### src/rtl/ata_seq_pkg.sv
package ata_seq_pkg;

    typedef enum logic [2:0] {
        S_IDLE,
        S_SETUP,
        S_STROBE,
        S_RECOVER,
        S_GAP
    } seq_state_e;

    typedef struct packed {
        logic       write;
        logic       ctrl;
        logic       dma;
    } cyc_kind_t;

endpackage

### src/rtl/ata_sync_chain.sv
module ata_sync_chain #(
    parameter int STAGES = 2
) (
    input  logic clk,
    input  logic rst_n,
    input  logic d,
    output logic q
);
    logic [STAGES-1:0] sh_q;

    generate
        if (STAGES == 1) begin : g_one
            always_ff @(posedge clk or negedge rst_n) begin
                if (!rst_n) sh_q <= '0;
                else        sh_q <= d;
            end
        end else begin : g_many
            always_ff @(posedge clk or negedge rst_n) begin
                if (!rst_n) sh_q <= '0;
                else        sh_q <= {sh_q[STAGES-2:0], d};
            end
        end
    endgenerate

    assign q = sh_q[STAGES-1];
endmodule

### src/rtl/ata_phase_timer.sv
module ata_phase_timer #(
    parameter int W = 4
) (
    input  logic         clk,
    input  logic         rst_n,
    input  logic         load,
    input  logic [W-1:0] load_val,
    output logic         expired
);
    logic [W-1:0] cnt_q;

    always_ff @(posedge clk or negedge rst_n) begin
        if (!rst_n)             cnt_q <= '0;
        else if (load)          cnt_q <= load_val;
        else if (cnt_q != '0)   cnt_q <= cnt_q - W'(1);
    end

    assign expired = (cnt_q == '0);
endmodule

### src/rtl/ata_wait_timer.sv
module ata_wait_timer #(
    parameter int LIMIT = 64
) (
    input  logic clk,
    input  logic rst_n,
    input  logic run,
    output logic hit
);
    localparam int CW = $clog2(LIMIT + 1);

    logic [CW-1:0] cnt_q;

    always_ff @(posedge clk or negedge rst_n) begin
        if (!rst_n)   cnt_q <= '0;
        else if (run) cnt_q <= cnt_q + CW'(1);
        else          cnt_q <= '0;
    end

    assign hit = run && (cnt_q == CW'(LIMIT - 1));
endmodule

### src/rtl/ata_cycle_seq.sv
module ata_cycle_seq
    import ata_seq_pkg::*;
#(
    parameter int DATA_W      = 16,
    parameter int ADDR_W      = 3,
    parameter int CNT_W       = 4,
    parameter int WORDS_W     = 8,
    parameter int WAIT_LIMIT  = 64,
    parameter int SYNC_STAGES = 2
) (
    input  logic               clk,
    input  logic               rst_n,
    input  logic [CNT_W-1:0]   cfg_t1,
    input  logic [CNT_W-1:0]   cfg_t2,
    input  logic [CNT_W-1:0]   cfg_t2i,
    input  logic               req_valid,
    input  logic               req_write,
    input  logic               req_ctrl,
    input  logic [ADDR_W-1:0]  req_addr,
    input  logic [DATA_W-1:0]  req_wdata,
    output logic               req_ready,
    input  logic               dma_start,
    input  logic               dma_write,
    input  logic [WORDS_W-1:0] dma_words,
    output logic               rsp_done,
    output logic               rsp_err,
    output logic [DATA_W-1:0]  rsp_rdata,
    output logic               ata_cmdsel_n,
    output logic               ata_ctlsel_n,
    output logic [ADDR_W-1:0]  ata_reg_a,
    output logic               ata_rd_n,
    output logic               ata_wr_n,
    output logic               ata_dack_n,
    input  logic               ata_dreq,
    input  logic               ata_ready,
    input  logic [DATA_W-1:0]  ata_d_i,
    output logic [DATA_W-1:0]  ata_d_o,
    output logic               ata_d_oe
);

    seq_state_e           state_q, state_d;
    cyc_kind_t            kind_q;
    logic [ADDR_W-1:0]    addr_q;
    logic [DATA_W-1:0]    wdata_q;
    logic [DATA_W-1:0]    rdata_q;
    logic [WORDS_W-1:0]   words_q;
    logic                 hold_q;
    logic                 cyc_err_q;
    logic                 done_q;
    logic                 err_q;

    logic                 rdy_s;
    logic                 ph_expired;
    logic                 ph_load;
    logic [CNT_W-1:0]     ph_val;
    logic                 wait_run;
    logic                 wait_hit;
    logic                 take_pio;
    logic                 take_dma;
    logic                 last_word;

    function automatic logic [CNT_W-1:0] len_m1(input logic [CNT_W-1:0] v);
        return (v == '0) ? '0 : v - CNT_W'(1);
    endfunction

    ata_sync_chain #(.STAGES(SYNC_STAGES)) u_rdy_sync (
        .clk   (clk),
        .rst_n (rst_n),
        .d     (ata_ready),
        .q     (rdy_s)
    );

    ata_phase_timer #(.W(CNT_W)) u_phase (
        .clk      (clk),
        .rst_n    (rst_n),
        .load     (ph_load),
        .load_val (ph_val),
        .expired  (ph_expired)
    );

    ata_wait_timer #(.LIMIT(WAIT_LIMIT)) u_wait (
        .clk   (clk),
        .rst_n (rst_n),
        .run   (wait_run),
        .hit   (wait_hit)
    );

    assign take_pio  = req_valid;
    assign take_dma  = !req_valid && dma_start && (dma_words != '0);
    assign wait_run  = (state_q == S_STROBE) && ph_expired && !rdy_s;
    assign last_word = (words_q == WORDS_W'(1));

    // next-state logic
    always_comb begin
        state_d = state_q;
        unique case (state_q)
            S_IDLE: begin
                if (take_pio)      state_d = S_SETUP;
                else if (take_dma) state_d = S_GAP;
            end
            S_GAP: begin
                if (ata_dreq) state_d = S_SETUP;
            end
            S_SETUP: begin
                if (ph_expired) state_d = S_STROBE;
            end
            S_STROBE: begin
                if (ph_expired && rdy_s) state_d = S_RECOVER;
                else if (wait_hit)       state_d = S_RECOVER;
            end
            S_RECOVER: begin
                if (ph_expired) begin
                    if (!kind_q.dma || cyc_err_q || last_word) state_d = S_IDLE;
                    else                                       state_d = S_GAP;
                end
            end
            default: state_d = S_IDLE;
        endcase
    end

    // phase timer reload on entry to a timed phase
    always_comb begin
        ph_load = 1'b0;
        ph_val  = '0;
        if (state_d != state_q) begin
            unique case (state_d)
                S_SETUP:   begin ph_load = 1'b1; ph_val = len_m1(cfg_t1);  end
                S_STROBE:  begin ph_load = 1'b1; ph_val = len_m1(cfg_t2);  end
                S_RECOVER: begin ph_load = 1'b1; ph_val = len_m1(cfg_t2i); end
                default:   begin ph_load = 1'b0; ph_val = '0;              end
            endcase
        end
    end

    // state register
    always_ff @(posedge clk or negedge rst_n) begin
        if (!rst_n) state_q <= S_IDLE;
        else        state_q <= state_d;
    end

    // cycle context and response registers
    always_ff @(posedge clk or negedge rst_n) begin
        if (!rst_n) begin
            kind_q    <= '0;
            addr_q    <= '0;
            wdata_q   <= '0;
            rdata_q   <= '0;
            words_q   <= '0;
            hold_q    <= 1'b0;
            cyc_err_q <= 1'b0;
            done_q    <= 1'b0;
            err_q     <= 1'b0;
        end else begin
            hold_q <= 1'b0;
            done_q <= 1'b0;
            err_q  <= 1'b0;
            unique case (state_q)
                S_IDLE: begin
                    if (take_pio) begin
                        kind_q    <= '{write: req_write, ctrl: req_ctrl, dma: 1'b0};
                        addr_q    <= req_addr;
                        wdata_q   <= req_wdata;
                        cyc_err_q <= 1'b0;
                    end else if (take_dma) begin
                        kind_q  <= '{write: dma_write, ctrl: 1'b0, dma: 1'b1};
                        addr_q  <= '0;
                        words_q <= dma_words;
                    end
                end
                S_GAP: begin
                    if (ata_dreq) begin
                        wdata_q   <= req_wdata;
                        cyc_err_q <= 1'b0;
                    end
                end
                S_SETUP: begin
                end
                S_STROBE: begin
                    if (state_d == S_RECOVER) begin
                        hold_q <= 1'b1;
                        if (!kind_q.write) rdata_q <= ata_d_i;
                        if (!(ph_expired && rdy_s)) cyc_err_q <= 1'b1;
                    end
                end
                S_RECOVER: begin
                    if (ph_expired) begin
                        done_q <= 1'b1;
                        err_q  <= cyc_err_q;
                        if (kind_q.dma) begin
                            if (cyc_err_q) words_q <= '0;
                            else           words_q <= words_q - WORDS_W'(1);
                        end
                    end
                end
                default: begin
                end
            endcase
        end
    end

    // bus outputs decoded from state
    always_comb begin
        logic in_cyc;
        logic sel;
        in_cyc       = (state_q == S_SETUP) || (state_q == S_STROBE) ||
                       (state_q == S_RECOVER);
        sel          = in_cyc && !kind_q.dma;
        ata_cmdsel_n = !(sel && !kind_q.ctrl);
        ata_ctlsel_n = !(sel && kind_q.ctrl);
        ata_reg_a    = sel ? addr_q : '0;
        ata_dack_n   = !(kind_q.dma && (in_cyc || (state_q == S_GAP)));
        ata_rd_n     = !((state_q == S_STROBE) && !kind_q.write);
        ata_wr_n     = !((state_q == S_STROBE) && kind_q.write);
        ata_d_oe     = kind_q.write &&
                       ((state_q == S_SETUP) || (state_q == S_STROBE) || hold_q);
        ata_d_o      = wdata_q;
        req_ready    = (state_q == S_IDLE);
        rsp_done     = done_q;
        rsp_err      = err_q;
        rsp_rdata    = rdata_q;
    end

endmodule

### config.mk
export PLATFORM = sky130hd
export DESIGN_NAME = ata_cycle_seq
export DESIGN_NICKNAME = d
export VERILOG_FILES = /design/src/rtl/ata_seq_pkg.sv /design/src/rtl/ata_sync_chain.sv /design/src/rtl/ata_phase_timer.sv /design/src/rtl/ata_wait_timer.sv /design/src/rtl/ata_cycle_seq.sv
export SDC_FILE = /design/constraint.sdc
export NUM_CORES = 1
export LEC_CHECK = 0
export CAP_MARGIN = 20
export CORE_UTILIZATION = 51
export CTS_CLUSTER_SIZE = 10
export DETAILED_ROUTE_END_ITERATION = 12
export PLACE_DENSITY_LB_ADDON = 0.2
export REMOVE_ABC_BUFFERS = 1
export SLEW_MARGIN = 20
export SYNTH_ARGS = -nofsm -noshare
export SYNTH_HDL_FRONTEND = slang
export SYNTH_SLANG_ARGS = --single-unit
export TNS_END_PERCENT = 20
### constraint.sdc
create_clock -name clk -period 4.2 [get_ports clk]
set_input_delay 0.84 -clock clk [delete_from_list [all_inputs] [get_ports clk]]
set_output_delay 0.84 -clock clk [all_outputs]
set_load 0.03 [all_outputs]
==> results of run 1 <==
-- metrics by stage --
step | utilization (%) | power [W] | hold WS (ns) | std cells
floorplan | - | 0.00193 | 0.331 | 307
global placement | 71.1 | 0.00243 | 0.332 | 494
detailed placement | 71.1 | 0.00247 | 0.337 | 494
CTS | 74.3 | 0.00305 | 0.350 | 508
global route | 74.4 | 0.00322 | 0.351 | 508
finish | 74.4 | 0.00304 | 0.348 | 508
-- worst min path at each step --
stage	end	slack, ns	depth (start not counted)
2_1_floorplan	u_rdy_sync.sh_q[1]$_DFF_PN0_	0.33	0
3_3_place_gp	u_rdy_sync.sh_q[1]$_DFF_PN0_	0.33	0
3_5_place_dp	u_rdy_sync.sh_q[1]$_DFF_PN0_	0.34	0
4_1_cts	u_rdy_sync.sh_q[1]$_DFF_PN0_	0.35	0
5_1_grt	u_rdy_sync.sh_q[1]$_DFF_PN0_	0.35	0
6_report	u_rdy_sync.sh_q[1]$_DFF_PN0_	0.35	0
-- registers in the layout, summed over array words and instances (netlist names) --
name,count
rsp_err,1
hold_q,1
words_q,8
kind_q,3
u_wait.cnt_q,7
addr_q,3
u_phase.cnt_q,4
state_q,3
u_rdy_sync.sh_q,2
rsp_done,1
ata_d_o,16
cyc_err_q,1
rsp_rdata,16
-- kinds of logic after synthesis --
kind of cell / count (synthesis) / share of synthesized area (%)
muxes: 42 / 13.4
xor gates and xnor gates: 10 / 2.53
AOI/OAI and AO/OA: 63 / 13.8
and+or+nand+nor: 98 / 15.3
buffers and inverters: 30 / 3.75
DFF: 66 / 47.7
adders and majority gates: 10 / 3.61
-- per-layer routing --
layer | up-vias | wire length (µm) | global-route usage, %
met4 | 0 | 116 | 8.63
met2 | 102 | 4090 | 41.9
met5 | - | 0 | 0
li1 | 1365 | - | -
met3 | 13 | 617 | 7.57
met1 | 1389 | 3280 | 28.7
-- power by group through the flow --
stage          registers (W)  clock network (W)  logic (W)
3_3_place_gp         0.00101                  0    0.00142
6_report             0.00101           0.000569    0.00146
5_1_grt              0.00104           0.000610    0.00156
4_1_cts              0.00101           0.000580    0.00146
2_1_floorplan        0.00118                  0   0.000744
3_5_place_dp         0.00102                  0    0.00145
-- cell usage after synthesis, drive strengths merged, types with 2 or more instances --
cell	instances	share of area, %
dfrtp	66	48
mux2	32	10
nor2	22	2.4
inv	18	1.9
o21ai	17	2.5
a21oi	16	2.3
nor3	15	2.3
nand2	14	1.5
ha	10	3.6
mux2i	10	3.0
nand2b	10	1.8
xnor2	8	2.0
buf	7	1.3
nand3	6	0.87
clkbuf	5	0.54
nor4	5	0.90
and2	4	0.72
nor2b	4	0.72
o311ai	4	1.0
nand3b	3	0.65
nor3b	3	0.94
o311a	3	0.87
o32ai	3	1.3
or2	3	0.54
or3	3	0.54
a21o	2	0.43
a221oi	2	0.51
a22oi	2	0.43
and3	2	0.36
o21a	2	0.43
o221ai	2	0.51
xor2	2	0.51
-- cell type report --
| cell class | count | area (µm²) |
|---|---|---|
| clock inverters | 3 | 65.1 |
| well taps | 77 | 96.3 |
| flip-flops and latches | 66 | 1650 |
| fillers | 466 | 1660 |
| inverters | 18 | 67.6 |
| repair buffers | 110 | 1090 |
| clock buffers | 11 | 141 |
| multi-input cells | 223 | 1690 |
==> results.py, run 1 <==
metrics = {
    "outcome": {
        "status": "finished, violations left",
        "violations": "design-rule violations",
    },
    "placed_design": {
        "gp_congestion": 0.849,
        "pre_cts_ws_ns": 1.22,
        "post_dp_cell_area_um2": 4590,
        "dpl.hpwl_um": 5980,
        "portBuffers": 107,
    },
    "detailed_routing": {
        "drt_first_pass_iters": 8,
        "wl_per_cell_um": 15.9,
        "first_iter_violations": 135,
        "viasPerCell": 5.65,
        "ant_nets": 0,
        "vias": 2869,
        "routed_wirelength_um": 8100,
        "drc_errors": 2,
    },
    "worst_setup_path": {
        "endpoint_kind": "output pin",
        "critPathLaunchType": "flip-flop",
        "crit_type": "flip-flop to output pin",
        "r2r_start": "state_q[0]$_DFF_PN0_",
        "critPathTopFamily": "simple AND/OR/NAND/NOR gates",
        "path_cells": "nor2_1 > nor3_1 > and2_1 > clkdlybuf4s50_1",
        "worst-path-max-fanout": 16,
        "worstReg2RegEnd": "words_q[0]$_DFFE_PN0P_",
        "critPathLaunch": "state_q[0]$_DFF_PN0_",
        "cp.required_ns": 3.36,
        "critPathSlowestCell": "dfrtp_1",
        "cp_num_buf_inv": 1,
        "reg2reg_setup_slack_ns": 1.63,
        "slowest_delay_ns": 0.68,
        "endpoint": "ata_reg_a[2]",
        "reg2reg_depth": 5,
        "critical_path_depth": 4,
        "critical_path_arrival_ns": 2.44,
    },
    "sta": {
        "finalCritPeriodShare_pct": 78.2,
        "max_freq_mhz": 305,
        "slew_headroom_pct": 53.5,
        "rsz0062_at_grt": "false",
        "tns_ns": 0,
        "finalHoldViolCount": 0,
        "tightest_slew_ns": 0.697,
        "period_needed_ns": 3.28,
        "drv_slew": 0,
        "setup_viol": 0,
        "finClkSkew_ns": 0.0132,
        "finalWorstSetupSlack_ns": 0.918,
    },
    "yosys": {
        "synth-seq-area-share_pct": 47.7,
        "synth.avg_cell_area_um2": 10.9,
        "syn_inst": 319,
        "synth_edf_count": 0,
        "syn_area_um2": 3470,
        "async_flop_share_pct": 100,
        "ys_ff_latch": 66,
        "yosys_warnings": 0,
        "synthFlopType": "dfrtp_1",
        "netlist-cell-type-count": 54,
    },
    "power_and_ir_drop": {
        "switching_power_w": 0.00119,
        "irDropWorstVdd_mv": 0.523,
        "powerDensity_nw_per_um2": 633,
        "combPwrFrac_pct": 47.9,
        "p_leak_nw": 2.06,
        "clkPwrFrac_pct": 18.7,
        "switching_share_pct": 39.2,
        "seqPwrFrac_pct": 33.3,
        "p_int_w": 0.00185,
    },
    "job": {
        "maxCapViolations": 0,
    },
    "clocking": {
        "cts-hold-fix-buffers": 0,
        "cts.sinks": 66,
        "clkLatencyLatePin_ns": 0.33,
        "numCtsBuffers": 9,
        "path_clk_slew_ns": 0.06,
        "ctsResizeCount": 0,
        "cts.path.max_buffers": 2,
        "postCtsSetupBuffers": 0,
        "cts_max_level": 3,
        "clockRootBuffer": "clkbuf_8",
        "cts_tree": "yes",
    },
    "final_layout": {
        "drive_gt1_share_pct": 15.1,
        "final_common_cell": "clkdlybuf4s50_1",
        "final_area_um2": 4800,
        "area_growth_pct": 38.6,
        "antennaDiodeCount": 0,
        "mostFrequentLayoutCells": "106 x clkdlybuf4s50_1, 66 x dfrtp_1, 32 x mux2_2",
        "nNetsFinal": 502,
    },
    "floorplan": {
        "pin_count": 108,
        "die_x_um": 84.4,
        "core-area_um2": 6460,
        "rows": 29,
        "die_area_um2": 7130,
        "die_height_um": 84.4,
        "start_util_pct": 53.7,
    },
    "global_route": {
        "grt_pass1_vias": 2976,
        "grt_pass1_wl_um": 13600,
        "antenna_found_initial": 0,
        "grt_max_degree": 48,
        "grt_use_total_pct": 24.3,
        "grt_overflow": 0,
    },
    "hold_path": {
        "min_path_type": "flip-flop to flip-flop",
        "min_from": "u_rdy_sync.sh_q[0]$_DFF_PN0_",
    },
}
Power figures use the tool's default switching activity.
==> run 2: changes to the inputs <==
CORE_UTILIZATION = 42   (was 51)
clock period = 3 ns   (was 4.2 ns; I/O delays follow)
==> run 2 against run 1 <==
  * The flow now finishes without violations
  * Count of clock-buffer cells in the layout fell by 1
  * Sequential share of layout area down 0.80 points
  * Setup slack worse by 0.75 ns
  * Highest routed layer unchanged
  * Combinational power rose by 44%
==> results.py, run 2 (synthesized netlist as in run 1, its figures left out) <==
metrics = {
    "final_layout": {
        "final_area_um2": 4920,
        "nNetsFinal": 509,
        "mostFrequentLayoutCells": "106 x clkdlybuf4s50_1, 66 x dfrtp_1, 32 x mux2_2",
        "antennaDiodeCount": 0,
        "fin_util_pct": 62.6,
        "final_common_cell": "clkdlybuf4s50_1",
        "drive_gt1_share_pct": 17.0,
        "area_growth_pct": 41.8,
    },
    "worst_setup_path": {
        "endpoint_kind": "output pin",
        "cp.required_ns": 2.40,
        "reg2reg_setup_slack_ns": 0.72,
        "crit_type": "flip-flop to output pin",
        "worst-path-max-fanout": 12,
        "critical_path_arrival_ns": 2.23,
        "critPathLaunchType": "flip-flop",
    },
    "detailed_routing": {
        "vias": 2820,
        "drt_first_pass_iters": 4,
        "drc_errors": 0,
        "wl_per_cell_um": 14.6,
        "ant_nets": 0,
        "routed_wirelength_um": 7920,
        "first_iter_violations": 128,
        "viasPerCell": 5.20,
    },
    "power_and_ir_drop": {
        "seqPwrFrac_pct": 31.9,
        "switching_share_pct": 39.1,
        "irDropWorstVdd_mv": 0.488,
        "clkPwrFrac_pct": 19.4,
        "switching_power_w": 0.00169,
        "combPwrFrac_pct": 48.7,
        "p_leak_nw": 2.10,
        "p_int_w": 0.00263,
        "powerDensity_nw_per_um2": 879,
    },
    "placed_design": {
        "portBuffers": 107,
        "dpl.hpwl_um": 6020,
        "gp_congestion": 0.886,
        "post_dp_cell_area_um2": 4690,
        "pre_cts_ws_ns": 0.341,
    },
    "sta": {
        "rsz0062_at_grt": "false",
        "tns_ns": 0,
        "finClkSkew_ns": 0.00734,
        "whs_ns": 0.333,
        "period_needed_ns": 2.83,
        "finalCritPeriodShare_pct": 94.4,
        "setup_viol": 0,
        "finalWorstSetupSlack_ns": 0.168,
        "drv_slew": 0,
        "tightest_slew_ns": 0.758,
        "max_freq_mhz": 353,
        "slew_headroom_pct": 49.4,
        "finalHoldViolCount": 0,
    },
    "clocking": {
        "cts_tree": "yes",
        "ctsResizeCount": 0,
        "cts_max_level": 3,
        "numCtsBuffers": 9,
        "clkLatencyLatePin_ns": 0.34,
        "cts.path.max_buffers": 2,
        "cts-hold-fix-buffers": 0,
        "path_clk_slew_ns": 0.08,
        "cts.sinks": 66,
        "postCtsSetupBuffers": 0,
        "clockRootBuffer": "clkbuf_8",
    },
    "global_route": {
        "grt_max_degree": 37,
        "met3_usage_pct": 7.14,
        "met1_usage_pct": 24.5,
        "grt_util_met2_pct": 33.6,
        "grt_pass1_vias": 2962,
        "grt_overflow": 0,
        "grt_most_used_layer": "met2",
        "grt_pass1_wl_um": 13600,
        "grt_use_total_pct": 20.0,
        "antenna_found_initial": 0,
    },
    "floorplan": {
        "die_area_um2": 8620,
        "die_height_um": 92.8,
        "start_util_pct": 44.2,
        "core-area_um2": 7850,
        "die_x_um": 92.8,
        "rows": 32,
        "pin_count": 108,
    },
    "outcome": {
        "status": "completed",
    },
    "job": {
        "maxCapViolations": 0,
    },
    "hold_path": {
        "min_path_type": "primary input to async pin",
    },
}
run 2: path summary, 6_finish.rpt:
check	from	endpoint	depth (start not counted)
min in group clk	u_rdy_sync.sh_q[0]$_DFF_PN0_	u_rdy_sync.sh_q[1]$_DFF_PN0_	0
max in group asynchronous	rst_n	ata_d_o[6]$_DFFE_PN0P_	2
worst max register to register	u_phase.cnt_q[0]$_DFFE_PN0P_	u_phase.cnt_q[1]$_DFFE_PN0P_	7
worst max-delay path	state_q[2]$_DFF_PN0_	req_ready	3
worst min-delay path	rst_n	rsp_err$_DFF_PN0_	1
worst min register to register	u_rdy_sync.sh_q[0]$_DFF_PN0_	u_rdy_sync.sh_q[1]$_DFF_PN0_	0
run 2: area by class of cell:
class,instances,area (µm²)
Fill cell,669,2930
Tap cell,102,128
Sequential cell,66,1650
Inverter,18,67.6
Clock buffer,10,138
Clock inverter,6,88.8
Multi-Input combinational cell,223,1690
Timing Repair Buffer,117,1150
run 2: per-layer routing:
metal,wire length (µm),part of all wire (%),vias up
met5,0,0,-
met4,63,0.80,0
met3,646,8.2,6
met2,3880,49,96
met1,3330,42,1339
li1,-,-,1379
run 2: critical path, cell delays in order (launching register included):
cell	delay [ns]
dfrtp_1	0.50
or3_1	0.55
inv_1	0.15
clkdlybuf4s50_1	0.70
run 2: power by group through the flow:
stage	clock (W)	combinational [W]	sequential [W]
5_1_grt	0.000889	0.00228	0.00143
2_1_floorplan	0	0.00104	0.00165
6_report	0.000839	0.00210	0.00138
3_5_place_dp	0	0.00210	0.00140
3_3_place_gp	0	0.00208	0.00138
4_1_cts	0.000861	0.00211	0.00138
run 2: metrics by stage:
step / total power [W] / instances
floorplan: 0.00270 / 307
global placement: 0.00346 / 526
detailed placement: 0.00350 / 526
CTS: 0.00436 / 542
global route: 0.00459 / 542
finish: 0.00432 / 542
